**src/rtl/trc_pkg.sv**
```systemverilog
package trc_pkg;
  typedef enum logic {PH_LOW = 1'b0, PH_HIGH = 1'b1} phase_e;

  typedef struct packed {
    logic level;
    logic rise;
    logic fall;
  } edge_t;
endpackage

```
**src/rtl/trc_edge_sync.sv**
```systemverilog
module trc_edge_sync
  import trc_pkg::*;
#(
  parameter int STAGES = 2
) (
  input  logic  clk,
  input  logic  rst,
  input  logic  async_in,
  output edge_t ev
);
  logic [STAGES:0] pipe;

  always_ff @(posedge clk) begin
    if (rst) pipe <= '0;
    else     pipe <= {pipe[STAGES-1:0], async_in};
  end

  assign ev.level = pipe[STAGES-1];
  assign ev.rise  = pipe[STAGES-1] & ~pipe[STAGES];
  assign ev.fall  = ~pipe[STAGES-1] & pipe[STAGES];
endmodule

```
**src/rtl/trc_width_meter.sv**
```systemverilog
module trc_width_meter
  import trc_pkg::*;
#(
  parameter int CNT_W = 8
) (
  input  logic             clk,
  input  logic             rst,
  input  edge_t            ref_ev,
  output logic [CNT_W-1:0] lo_w,
  output logic [CNT_W-1:0] hi_w
);
  logic [CNT_W-1:0] run_cnt, lo_q, hi_q;

  always_ff @(posedge clk) begin
    if (rst) begin
      run_cnt <= '0;
      lo_q    <= '0;
      hi_q    <= '0;
    end else if (ref_ev.rise || ref_ev.fall) begin
      // The level now shown is the new one; the run just ended had the other level.
      if (ref_ev.level) lo_q <= run_cnt;
      else              hi_q <= run_cnt;
      run_cnt <= CNT_W'(1);
    end else if (run_cnt != '1) begin
      run_cnt <= run_cnt + CNT_W'(1);
    end
  end

  // A width of zero is never handed on; the minimum phase is one cycle.
  assign lo_w = (lo_q == '0) ? CNT_W'(1) : lo_q;
  assign hi_w = (hi_q == '0) ? CNT_W'(1) : hi_q;
endmodule

```
**src/rtl/trc_phase_gen.sv**
```systemverilog
module trc_phase_gen
  import trc_pkg::*;
#(
  parameter int CNT_W         = 8,
  parameter int PULSE_PERIODS = 2
) (
  input  logic             clk,
  input  logic             rst,
  input  logic             trig_lvl,
  input  logic             trig_fall,
  input  logic [CNT_W-1:0] lo_w,
  input  logic [CNT_W-1:0] hi_w,
  output logic             phase_o,
  output logic             div_o,
  output logic             pulse_o
);
  localparam int TMR_W = CNT_W + 1 + $clog2(PULSE_PERIODS + 1);

  logic             gen_on;
  phase_e           ph;
  logic [CNT_W-1:0] rem, snap_lo, snap_hi;
  logic             div_q;
  logic [TMR_W-1:0] ptmr;
  logic [TMR_W-1:0] span;

  assign span = TMR_W'(PULSE_PERIODS) * (TMR_W'(lo_w) + TMR_W'(hi_w));

  always_ff @(posedge clk) begin
    if (rst) begin
      gen_on  <= 1'b0;
      ph      <= PH_LOW;
      rem     <= '0;
      snap_lo <= '0;
      snap_hi <= '0;
      div_q   <= 1'b0;
      ptmr    <= '0;
    end else if (trig_lvl) begin
      gen_on <= 1'b0;
      ph     <= PH_LOW;
      div_q  <= 1'b0;
      ptmr   <= '0;
    end else if (trig_fall) begin
      gen_on  <= 1'b1;
      ph      <= PH_LOW;
      rem     <= lo_w;
      snap_lo <= lo_w;
      snap_hi <= hi_w;
      div_q   <= 1'b0;
      ptmr    <= span;
    end else if (gen_on) begin
      if (rem == CNT_W'(1)) begin
        ph  <= (ph == PH_LOW) ? PH_HIGH : PH_LOW;
        rem <= (ph == PH_LOW) ? snap_hi : snap_lo;
        if (ph == PH_LOW) div_q <= ~div_q;
      end else begin
        rem <= rem - CNT_W'(1);
      end
      if (ptmr != '0) ptmr <= ptmr - TMR_W'(1);
    end
  end

  assign phase_o = (ph == PH_HIGH);
  assign div_o   = div_q;
  assign pulse_o = (ptmr != '0);
endmodule

```
**src/rtl/trig_clk_regen.sv**
```systemverilog
module trig_clk_regen
  import trc_pkg::*;
#(
  parameter int CNT_W         = 8,
  parameter int PULSE_PERIODS = 2,
  parameter int SYNC_STAGES   = 2
) (
  input  logic clk,
  input  logic rst,
  input  logic ref_clk_in,
  input  logic trig_in,
  output logic sync_clk,
  output logic sync_clk_n,
  output logic div_clk,
  output logic div_clk_n,
  output logic pulse_out,
  output logic cont_clk,
  output logic out_valid
);
  localparam int N_IN     = 2;
  localparam int IDX_REF  = 0;
  localparam int IDX_TRIG = 1;

  logic [N_IN-1:0] raw_in;
  edge_t           ev [N_IN];
  logic [CNT_W-1:0] lo_w, hi_w;
  logic            gen_phase, gen_div, gen_pulse;
  logic            armed;
  logic            trig_lvl;

  assign raw_in   = {trig_in, ref_clk_in};
  assign trig_lvl = ev[IDX_TRIG].level;

  for (genvar g = 0; g < N_IN; g++) begin : g_sync
    trc_edge_sync #(.STAGES(SYNC_STAGES)) u_sync (
      .clk      (clk),
      .rst      (rst),
      .async_in (raw_in[g]),
      .ev       (ev[g])
    );
  end

  trc_width_meter #(.CNT_W(CNT_W)) u_meter (
    .clk    (clk),
    .rst    (rst),
    .ref_ev (ev[IDX_REF]),
    .lo_w   (lo_w),
    .hi_w   (hi_w)
  );

  trc_phase_gen #(.CNT_W(CNT_W), .PULSE_PERIODS(PULSE_PERIODS)) u_gen (
    .clk       (clk),
    .rst       (rst),
    .trig_lvl  (trig_lvl),
    .trig_fall (ev[IDX_TRIG].fall),
    .lo_w      (lo_w),
    .hi_w      (hi_w),
    .phase_o   (gen_phase),
    .div_o     (gen_div),
    .pulse_o   (gen_pulse)
  );

  always_ff @(posedge clk) begin
    if (rst) begin
      sync_clk   <= 1'b0;
      sync_clk_n <= 1'b1;
      div_clk    <= 1'b0;
      div_clk_n  <= 1'b1;
      pulse_out  <= 1'b0;
      cont_clk   <= 1'b0;
      armed      <= 1'b0;
    end else begin
      sync_clk   <= gen_phase;
      sync_clk_n <= ~gen_phase;
      div_clk    <= gen_div;
      div_clk_n  <= ~gen_div;
      pulse_out  <= gen_pulse;
      cont_clk   <= trig_lvl ? ev[IDX_REF].level : gen_phase;
      armed      <= armed | ev[IDX_TRIG].rise;
    end
  end

  assign out_valid = armed;
endmodule

```
**config.mk**
```make
export PLATFORM = sky130hd
export DESIGN_NAME = trig_clk_regen
export DESIGN_NICKNAME = d
export VERILOG_FILES = /design/src/rtl/trc_pkg.sv /design/src/rtl/trc_edge_sync.sv /design/src/rtl/trc_width_meter.sv /design/src/rtl/trc_phase_gen.sv /design/src/rtl/trig_clk_regen.sv
export SDC_FILE = /design/constraint.sdc
export NUM_CORES = 1
export LEC_CHECK = 0
export BUFFER_PORTS_ARGS = -buffer_cell sky130_fd_sc_hd__buf_2
export CAP_MARGIN = 10
export CELL_PAD_IN_SITES_DETAIL_PLACEMENT = 0
export CELL_PAD_IN_SITES_GLOBAL_PLACEMENT = 1
export CORE_ASPECT_RATIO = 1.1
export CORE_MARGIN = 5
export CORE_UTILIZATION = 47
export DETAILED_ROUTE_END_ITERATION = 6
export PLACE_DENSITY_LB_ADDON = 0.1
export SLEW_MARGIN = 15
export SYNTH_ARGS = -nofsm -noshare
export SYNTH_HDL_FRONTEND = slang
export SYNTH_SLANG_ARGS = --single-unit
export TNS_END_PERCENT = 50
```
**constraint.sdc**
```tcl
create_clock -name clk -period 2.6 [get_ports clk]
set_input_delay 0.13 -clock clk [delete_from_list [all_inputs] [get_ports clk]]
set_output_delay 0.13 -clock clk [all_outputs]
set_load 0.03 [all_outputs]
```
==> results of run 1 <==
## kinds of logic after synthesis
kind of cell	after synthesis
AOI/OAI and AO/OA	86
xor gates and xnor gates	16
DFF	75
buffers and inverters	49
and+or+nand+nor	160
muxes	28
adders and majority gates	15
## final cells by class
cell class,instances,area [um2]
clock buffers,11,141
clock inverters,5,36.3
fillers,751,3610
inverters,12,45.0
multi-input cells,305,1970
flip-flops and latches,75,1500
well taps,105,131
repair buffers,18,115
## worst max path at each step
stage | startpoint | endpoint | slack, ps | depth (start not counted)
after floorplan | u_meter.hi_q[1] | u_gen.ptmr[7] | 620 | 9
after global placement | u_meter.hi_q[4] | u_gen.ptmr[7] | 430 | 9
after detailed placement | u_meter.hi_q[1] | u_gen.ptmr[7] | 360 | 9
after CTS | u_meter.hi_q[1] | u_gen.ptmr[7] | 360 | 9
after global routing | u_meter.lo_q[7] | u_gen.ptmr[7] | 180 | 9
final | u_meter.hi_q[1] | u_gen.ptmr[7] | 360 | 9
## sequential cells by signal (all words and copies together) (netlist names)
signal	flops
u_gen.ptmr	11
u_gen.rem	8
u_gen.snap_hi	8
u_gen.snap_lo	8
u_meter.hi_q	8
u_meter.lo_q	8
u_meter.run_cnt	8
g_sync.u_sync.pipe	6
cont_clk	1
div_clk	1
div_clk_n	1
out_valid	1
pulse_out	1
sync_clk	1
sync_clk_n	1
u_gen.div_o	1
u_gen.gen_on	1
u_gen.phase_o	1
## what timing repair did
action,4_1_cts,5_1_grt
setup endpoints to repair,0,0
hold buffers,2,0
gates resized for setup,0,0
hold endpoints to repair,2,0
## layer usage
layer  up-vias  routed length (um)
met5         -                   0
met4         0                  77
li1       1473                   -
met2        34                3670
met3         9                 235
met1      1345                4020
## power breakdown
group	total, mW	leakage, nW	internal, mW	switching (mW)
clock	0.814	0.0820	0.374	0.440
sequential	1.21	0.608	1.18	0.0336
combinational	0.235	0.748	0.101	0.134
total	2.26	1.44	1.65	0.607
## cells in the final DEF, fill, tap and decap left out, types with 10 or more instances in the layout
master    netlist  routed
dfxtp_1        75      75
nor2_1         50      50
nand2_1        46      46
a21oi_1        36      36
mux2i_1        28      28
ha_1           14      14
nor3_1         13      13
inv_1          12      12
clkbuf_8        0      10
buf_2           3      10
## critical path, delay by kind of cell (launching register included)
kind	cells	cell delay, ps
AO/OA/AOI/OAI	6	970
adder cells (fa/ha/maj)	2	640
flip-flops	1	440
AND/OR/NAND/NOR	1	90
## metrics by stage
stage | power, mW | setup WS (ps)
6_report | 2.26 | 362
5_1_grt | 2.38 | 179
4_1_cts | 2.29 | 362
3_5_place_dp | 1.47 | 365
3_3_place_gp | 1.47 | 434
2_1_floorplan | 1.42 | 617
==> metrics, run 1 <==
slack of the worst reg-to-reg path 360 ps; Unique masters post-synth 49; ranking of synthesized cells by instance count 75 x dfxtp_1, 50 x nor2_1, 46 x nand2_1, 36 x a21oi_1, 33 x clkbuf_1; end of the worst hold path u_gen.ptmr[7]; adder and majority gate portion of the synthesized area 0.0532; startpoint of the lowest-slack hold path rst; ordered cell list for the critical path nor3_1 > a21o_1 > ha_1 > fa_1 > a21o_1 > o2111ai_1 > a21oi_1 > o31ai_1 > a21oi_1; estimated wirelength of the detail-placed design 5720 um; vias after detailed routing between 2000 and 3000; portion of the clock cycle consumed by the worst path in the final layout 0.861; wire per inst 15.1 um; Final TNS setup 0 ps; clock net sink count 75; Core Rows 33; met1 global-route usage 0.248; power density relative to cell area 572 mW/mm2; First DRT Iteration DRCs 220; number of non-filler instances in the completed layout about 530; via count of the first global-routing pass between 2000 and 3000; global-route wire length before repair roughly 13000 um; Hold Path Class input port to register; n_diodes 0; post-synthesis mux area share 0.0763; simple-gate share of the synthesized area 0.221; post-route standard cell area excluding fillers ~0.0039 mm2; Finish-stage setup viols 0; CTS clk-pin slew, worst paths roughly 80 ps; number of iterations in the first detailed-routing pass 5; dpl cell area 0.00375 mm2; global-route congestion overflow total 0; CTS Buf Count 9; most frequent cell after synthesis dfxtp_1; CTS Buffer Depth 2; CORE AREA 0.00756 mm2; grt met3 use 0.0394; layout overhead on the synthesized area 7.46%; initial core utilization 0.486; worst hold margin around 220 ps; Syn Inst Count around 430; slowest CP cell dfxtp_1; Worst Reg2Reg Path Length in Cells 9; number of enable-type register cells in the synthesized netlist 0; wire length reported by the detailed router around 8000 um; critical path required time 2840 ps; vias per std cell 5.39; shortest clock period the worst path allows after layout roughly 2200 ps; synthesized cell area 0.00367 mm2; Most used DFF post-synth dfxtp_1; biggest cell delay along the critical path approximately 440 ps; largest voltage drop on the vdd net ~0.33 mV; area fraction of the dominant cell type after synthesis 0.409; total I/O pin count 11; async set-reset flop share out of synthesis 0; Pleak 1.44 nW; cells taking the most area after synthesis dfxtp_1 41%, mux2i_1 7.6%, nor2_1 5.1%; Finished Core Util 0.522; DR DRC count 0; largest net degree at the start of global routing 55; Reg-to-Reg End u_gen.ptmr[7]; cell taking the most area after synthesis dfxtp_1; unrepaired setup endpoints after global routing false; main combinational cell family by area after synthesis simple AND/OR/NAND/NOR gates; number of maximum-capacitance constraint violations 0; Antenna Nets Post-Route 0; sequential fraction of the synthesis area 0.409; mean post-synth cell area between 8 and 9 um2; initial antenna violation count 0; total of warnings raised by yosys 0; endpoint class of the critical path register; maximum fanout along the worst path 5; synthesis-stage register bit count 75; upper clock frequency limit ~450 MHz; Relative slew margins 0.562; Post-CTS Setup Inserts 0; synthesized-area fraction occupied by xor and xnor cells 0.0382; Slew @ Worst Pin 656 ps; Post-Syn Nets 448; depth of the CTS H-tree 3; Worst Skew around 9.2 ps; count of final hold-check violations 0; worst skew pair latency around 350 ps; Port Buffer Count 10; count of placed standard cells including taps approximately 510; pins over their slew limit 0; kind of critical path register to register; most heavily used metal layer in global routing met2; die area a little under 0.01 mm2; fin nets 440; global-route met2 utilization 0.281; hold path cells 4; floorplan die width around 94 um; compound-gate portion of the synthesized area 0.149; signal arrival time at the worst endpoint roughly 2500 ps; outcome finished clean; clock tree from TritonCTS built; launching point of the worst reg2reg path u_meter.hi_q[1]; gp weighted congestion ~0.80; Die Y ~100 um; total routing resource utilization after global routing 0.179; sort of element at the start of the critical path register; share of cells above drive strength 1 0.0915; clock tree root buffer cell clkbuf_8
(Power assumes the default switching activity.)
==> run 2: changes to the inputs <==
--- a/config.mk
+++ b/config.mk
@@ -5,17 +5,17 @@
 export SDC_FILE = /design/constraint.sdc
 export NUM_CORES = 1
 export LEC_CHECK = 0
+export ABC_AREA = 1
 export BUFFER_PORTS_ARGS = -buffer_cell sky130_fd_sc_hd__buf_2
 export CAP_MARGIN = 10
 export CELL_PAD_IN_SITES_DETAIL_PLACEMENT = 0
 export CELL_PAD_IN_SITES_GLOBAL_PLACEMENT = 1
 export CORE_ASPECT_RATIO = 1.1
 export CORE_MARGIN = 5
-export CORE_UTILIZATION = 47
+export CORE_UTILIZATION = 45
 export DETAILED_ROUTE_END_ITERATION = 6
 export PLACE_DENSITY_LB_ADDON = 0.1
 export SLEW_MARGIN = 15
 export SYNTH_ARGS = -nofsm -noshare
 export SYNTH_HDL_FRONTEND = slang
 export SYNTH_SLANG_ARGS = --single-unit
-export TNS_END_PERCENT = 50
==> run 2 against run 1 <==
First-iteration DRC count up 25%. Sequential share of layout area is 0.49 points lower. Die area rose by 4.8%. Critical endpoint is now u_gen.ptmr[5].
==> metrics, run 2 <==
signal arrival time at the worst endpoint ~2300 ps; startpoint of the lowest-slack hold path rst; fin nets 544; CORE AREA 0.00796 mm2; area fraction of the dominant cell type after synthesis 0.405; Slew @ Worst Pin about 800 ps; maximum fanout along the worst path 5; n_diodes 0; global-route met2 utilization 0.284; outcome finished clean; Core Rows 34; estimated wirelength of the detail-placed design 6400 um; post-route standard cell area excluding fillers 0.00400 mm2; First DRT Iteration DRCs 274; Antenna Nets Post-Route 0; number of maximum-capacitance constraint violations 0; Switching Power between 0.6 and 0.7 mW; Final TNS setup 0 ps; unrepaired setup endpoints after global routing false; sequential fraction of the synthesis area 0.405; endpoint class of the critical path register; layout overhead on the synthesized area 7.91%; number of iterations in the first detailed-routing pass 4; initial core utilization 0.466; Switching Share 0.261; most common cell after layout, fill and taps aside nand2_1; Relative slew margins 0.455; mean post-synth cell area approximately 7 um2; commonest cells after routing, fill and taps aside 83 x nand2_1, 78 x nor2_1, 75 x dfxtp_1; pins over their slew limit 0; synthesis-stage register bit count between 70 and 80; async set-reset flop share out of synthesis 0; combinational fraction of design power 0.117; Port Buffer Count 10; cell taking the most area after synthesis dfxtp_1; sort of element at the start of the critical path register; largest net degree at the start of global routing 32; global-route congestion overflow total 0; number of enable-type register cells in the synthesized netlist 0; wire length reported by the detailed router between 8000 and 9000 um; portion of the clock cycle consumed by the worst path in the final layout 0.788; minimum setup slack after placement 562 ps; hold path cells 2; largest register by flop count u_gen.ptmr; synthesized cell area between 0.003 and 0.004 mm2; power density relative to cell area between 600 and 700 mW/mm2; wire per inst ~14 um; total of warnings raised by yosys 0; CTS clk-pin slew, worst paths ~80 ps; power share of the clock group 0.389; number of cells upsized or downsized after cts 0; vias after detailed routing between 3000 and 4000; DR DRC count 0; depth of the CTS H-tree 3; cells taking the most area after synthesis dfxtp_1 41%, nand2_1 8.4%, nor2_1 7.9%; upper clock frequency limit between 400 and 500 MHz; dpl cell area approximately 0.0038 mm2; Reg-to-Reg End u_gen.ptmr[5]; die area a little over 0.01 mm2; clock net sink count 75; CTS Buffer Depth 2; number of non-filler instances in the completed layout between 600 and 700; slowest CP cell dfxtp_1; clock tree from TritonCTS built; Finished Core Util 0.502; total routing resource utilization after global routing 0.185; Syn Inst Count 531; Unique masters post-synth 33; power share of the sequential group 0.494; Largest register FFs 11; most frequent cell after synthesis nand2_1; clock tree root buffer cell clkbuf_8; initial antenna violation count 0; Most used DFF post-synth dfxtp_1; met1 global-route usage 0.255; worst skew pair latency ~350 ps; Hold Path Class input port to register; share of cells above drive strength 1 0.0907; kind of critical path register to register; end of the worst hold path out_valid; critical path required time slightly below 3000 ps; Finish-stage setup viols 0; Post-Syn Nets 550; shortest clock period the worst path allows after layout approximately 2000 ps; count of placed standard cells including taps 620; CTS Buf Count 9; Pleak between 1.5 and 2 nW; count of final hold-check violations 0; total I/O pin count 11; Int Power 1.82 mW; via count of the first global-routing pass approximately 3000; ordered cell list for the critical path nor2_1 > a31o_2 > ha_1 > fa_1 > a31oi_1 > and2_1 > o21ai_0 > a21oi_1; Die Y ~110 um; largest voltage drop on the vdd net between 0.3 and 0.4 mV; vias per std cell roughly 5.1; grt met3 use 0.0395; launching point of the worst reg2reg path u_meter.hi_q[1]; min setup slack post-route 552 ps; biggest cell delay along the critical path approximately 430 ps; Worst Reg2Reg Path Length in Cells 8; most heavily used metal layer in global routing met2; Worst Skew 9.79 ps; slack of the worst reg-to-reg path roughly 550 ps; global-route wire length before repair around 15000 um; gp weighted congestion 0.883; floorplan die width slightly below 100 um; ranking of synthesized cells by instance count 83 x nand2_1, 78 x nor2_1, 75 x dfxtp_1, 59 x inv_1
==> run 2: changes by cell type after synthesis, sizes merged, moves of 8 or more <==
cell and delta:
a21oi +8, a311oi -9, clkbuf -11, inv +52
mux2i -28, nand2 +39, nand3 +37, nor2 +35
nor2b -8, nor4 -8, o21ai +35, xnor2 -8
==> run 2: worst max path at each step <==
stage	slack, ps	to	start
final	550	u_gen.ptmr[5]	u_meter.hi_q[1]
after floorplan	790	u_gen.ptmr[5]	u_meter.hi_q[1]
after CTS	540	u_gen.ptmr[5]	u_meter.hi_q[1]
after global placement	610	u_gen.ptmr[5]	u_meter.hi_q[1]
after detailed placement	560	u_gen.ptmr[5]	u_meter.hi_q[1]
after global routing	400	u_gen.ptmr[5]	u_meter.hi_q[1]
==> run 2: power groups by stage <==
| stage | clock, mW | combinational [mW] | sequential (mW) |
|---|---|---|---|
| floorplan | 0 | 0.221 | 1.24 |
| global placement | 0 | 0.284 | 1.24 |
| detailed placement | 0 | 0.284 | 1.25 |
| CTS | 0.982 | 0.289 | 1.22 |
| global route | 1.03 | 0.329 | 1.22 |
| finish | 0.961 | 0.288 | 1.22 |
==> run 2: layout make-up <==
class	count	area (um2)
Fill cell	857	3960
Multi-Input combinational cell	361	1830
Sequential cell	75	1500
Inverter	64	240
Tap cell	108	135
Clock buffer	10	128
Timing Repair Buffer	14	85.1
Clock inverter	5	78.8
==> run 2: kinds of logic after synthesis <==
logic type,Yosys count,share of synthesized area
adder cells (fa/ha/maj),15,0.0527
flip-flops,75,0.405
AND/OR/NAND/NOR,236,0.280
buffers and inverters,95,0.101
XOR/XNOR,3,0.00710
AO/OA/AOI/OAI,107,0.154
==> run 2: through the flow <==
step / hold slack, ps / power, mW
2_1_floorplan: 214 / 1.46
3_3_place_gp: 335 / 1.53
3_5_place_dp: 341 / 1.53
4_1_cts: 229 / 2.49
5_1_grt: 243 / 2.59
6_report: 238 / 2.47
==> run 2: critical path: cells and delay by family, from the launching register on <==
family / cells / cell delay [ps]
compound gates: 4 / 690
simple gates: 2 / 230
fa+ha+maj: 2 / 640
flops: 1 / 430
==> run 2: routing by layer <==
layer | up-vias | routed length, um
met2 | 53 | 3990
met4 | 0 | 111
met3 | 10 | 298
li1 | 1700 | -
met1 | 1486 | 4340
met5 | - | 0
==> run 2: what timing repair did <==
item,in CTS,in global routing
setup buffers,0,0
hold buffers,2,0
setup endpoints to repair,0,0
hold endpoints to repair,2,0
==> run 3: changes to the inputs <==
--- a/config.mk
+++ b/config.mk
@@ -5,14 +5,14 @@
 export SDC_FILE = /design/constraint.sdc
 export NUM_CORES = 1
 export LEC_CHECK = 0
-export ABC_AREA = 1
+export ABC_AREA = 0
 export BUFFER_PORTS_ARGS = -buffer_cell sky130_fd_sc_hd__buf_2
 export CAP_MARGIN = 10
 export CELL_PAD_IN_SITES_DETAIL_PLACEMENT = 0
 export CELL_PAD_IN_SITES_GLOBAL_PLACEMENT = 1
 export CORE_ASPECT_RATIO = 1.1
 export CORE_MARGIN = 5
-export CORE_UTILIZATION = 45
+export CORE_UTILIZATION = 43
 export DETAILED_ROUTE_END_ITERATION = 6
 export PLACE_DENSITY_LB_ADDON = 0.1
 export SLEW_MARGIN = 15
==> constraint.sdc (replaced) <==
create_clock -name clk -period 1.8 [get_ports clk]
set_input_delay 0.09 -clock clk [delete_from_list [all_inputs] [get_ports clk]]
set_output_delay 0.09 -clock clk [all_outputs]
set_load 0.03 [all_outputs]
==> run 3 against run 2 <==
The flow now finishes with violations (negative setup slack). Sequential cell count stayed put. Clock skew rose by 2.1 ps. Combinational power rose by 60%. Hold slack worse by 21 ps. Worst setup slack worse by 740 ps. Core utilization increased by 4.0 points. Die area is 3.3% higher. Sequential power grew 42%. Sequential share of layout area fell by 4.2 points.
==> metrics, run 3 (synthesis results as in run 1) <==
vias after detailed routing slightly above 3000; most common cell after layout, fill and taps aside dfxtp_1; largest voltage drop on the vdd net between 0.4 and 0.5 mV; endpoint class of the critical path register; met1 global-route usage 0.236; violations in the final reports negative setup slack; number of iterations in the first detailed-routing pass 4; CORE AREA 0.00836 mm2; global-route congestion overflow total 0; largest net degree at the start of global routing 55; worst skew pair latency 350 ps; min setup slack post-route -186 ps; clock tree root buffer cell clkbuf_8; largest register by flop count u_gen.ptmr; shortest clock period the worst path allows after layout ~2000 ps; die area 0.0105 mm2; fin nets 486; Antenna Nets Post-Route 0; layout overhead on the synthesized area 23.6%; wire length reported by the detailed router approximately 8800 um; total I/O pin count 11; initial antenna violation count 0; clock tree from TritonCTS built; Final TNS setup -777 ps; sort of element at the start of the critical path register; outcome finished with violations; most heavily used metal layer in global routing met2; Die Y 107 um; grt met3 use 0.0377; initial core utilization 0.439; Worst Skew approximately 12 ps; number of non-filler instances in the completed layout roughly 580; commonest cells after routing, fill and taps aside 64 x dfxtp_1, 49 x nor2_1, 47 x buf_4; worst hold margin 217 ps; Pleak about 1.7 nW; Core Rows 35; via count of the first global-routing pass around 2900; n_diodes 0; maximum fanout along the worst path 3; number of maximum-capacitance constraint violations 0; count of placed standard cells including taps 561; count of final hold-check violations 0; total power draw roughly 3.6 mW; pins over their slew limit 0; Slew @ Worst Pin approximately 630 ps; gp weighted congestion 0.764; power density relative to cell area 801 mW/mm2; CTS Buffer Depth 2; critical path required time ~2000 ps; clock net sink count between 70 and 80; share of cells above drive strength 1 0.246; estimated wirelength of the detail-placed design just over 6000 um; total routing resource utilization after global routing 0.175; floorplan die width around 100 um; global-route met2 utilization 0.277; Largest register FFs 11; Port Buffer Count 10; First DRT Iteration DRCs 71; signal arrival time at the worst endpoint 2210 ps; vias per std cell between 5 and 6; CTS clk-pin slew, worst paths around 80 ps; CTS Buf Count 9; kind of critical path register to register; Hold Path Class input port to register; Relative slew margins 0.576; global-route wire length before repair roughly 15000 um; DR DRC count 0; Finish-stage setup viols 6; wire per inst 15.1 um; portion of the clock cycle consumed by the worst path in the final layout 1.10; upper clock frequency limit 504 MHz; depth of the CTS H-tree 3; Finished Core Util 0.543; unrepaired setup endpoints after global routing true
run 3: changes by cell type in the layout (fill, tap and decap cells not counted), sizes merged, moves of 8 or more:
| cell | before | now |
|---|---|---|
| inv | 64 | 13 |
| nor2b | 0 | 8 |
| a311oi | 0 | 9 |
| nand3 | 46 | 9 |
| nor2 | 86 | 51 |
| buf | 12 | 62 |
| xnor2 | 1 | 9 |
| a21oi | 44 | 36 |
| nand2 | 85 | 46 |
| nor4 | 0 | 8 |
| mux2i | 0 | 28 |
| o21ai | 47 | 12 |
run 3: layout make-up:
cell class,count,area (um2)
multi-input cells,305,2120
repair buffers,64,505
inverters,12,45.0
clock inverters,4,73.8
fillers,805,3830
clock buffers,11,141
flip-flops and latches,75,1520
well taps,111,139
run 3: stage by stage:
step	cell area, um2	worst slack (ps)
final	4540	-186
after global routing	4540	-340
after CTS	4400	-174
after detailed placement	4120	-218
after global placement	4120	-133
after floorplan	3680	-82.3
run 3: per-layer routing:
metal,routed length (um),vias up
met5,0,-
met4,114,0
met3,202,8
met2,4230,46
met1,4250,1415
li1,-,1564
run 3: path summary, 6_finish.rpt:
kind | to | depth (start not counted) | startpoint | slack (ps)
setup / recovery | u_gen.ptmr[7] | 9 | u_meter.hi_q[7] | -190
hold / removal | g_sync[0].u_sync.pipe[2] | 3 | rst | 220
setup reg to reg | u_gen.ptmr[7] | 9 | u_meter.hi_q[7] | -190
hold reg to reg | div_clk_n | 1 | u_gen.div_o | 430
run 3: where the power goes:
group | switching (mW) | internal [mW] | total (mW)
clock | 0.633 | 0.815 | 1.45
sequential | 0.0324 | 1.70 | 1.73
combinational | 0.242 | 0.218 | 0.460
run 3: worst max-delay path, cell delays in order, from the launching register on:
cell and delay, ps:
dfxtp_2 330, nor4_2 270, a21o_1 220, ha_4 160, fa_2 200, a21o_1 140, o2111ai_2 120, and3_1 170
o31ai_1 180, a21oi_1 60
run 3: timing repair:
action,in CTS,in global routing
hold endpoints to repair,2,0
resized for setup,7,29
setup buffers,1,4
endpoints found under the setup margin,11,15
pin swaps,5,10
hold buffers,2,0
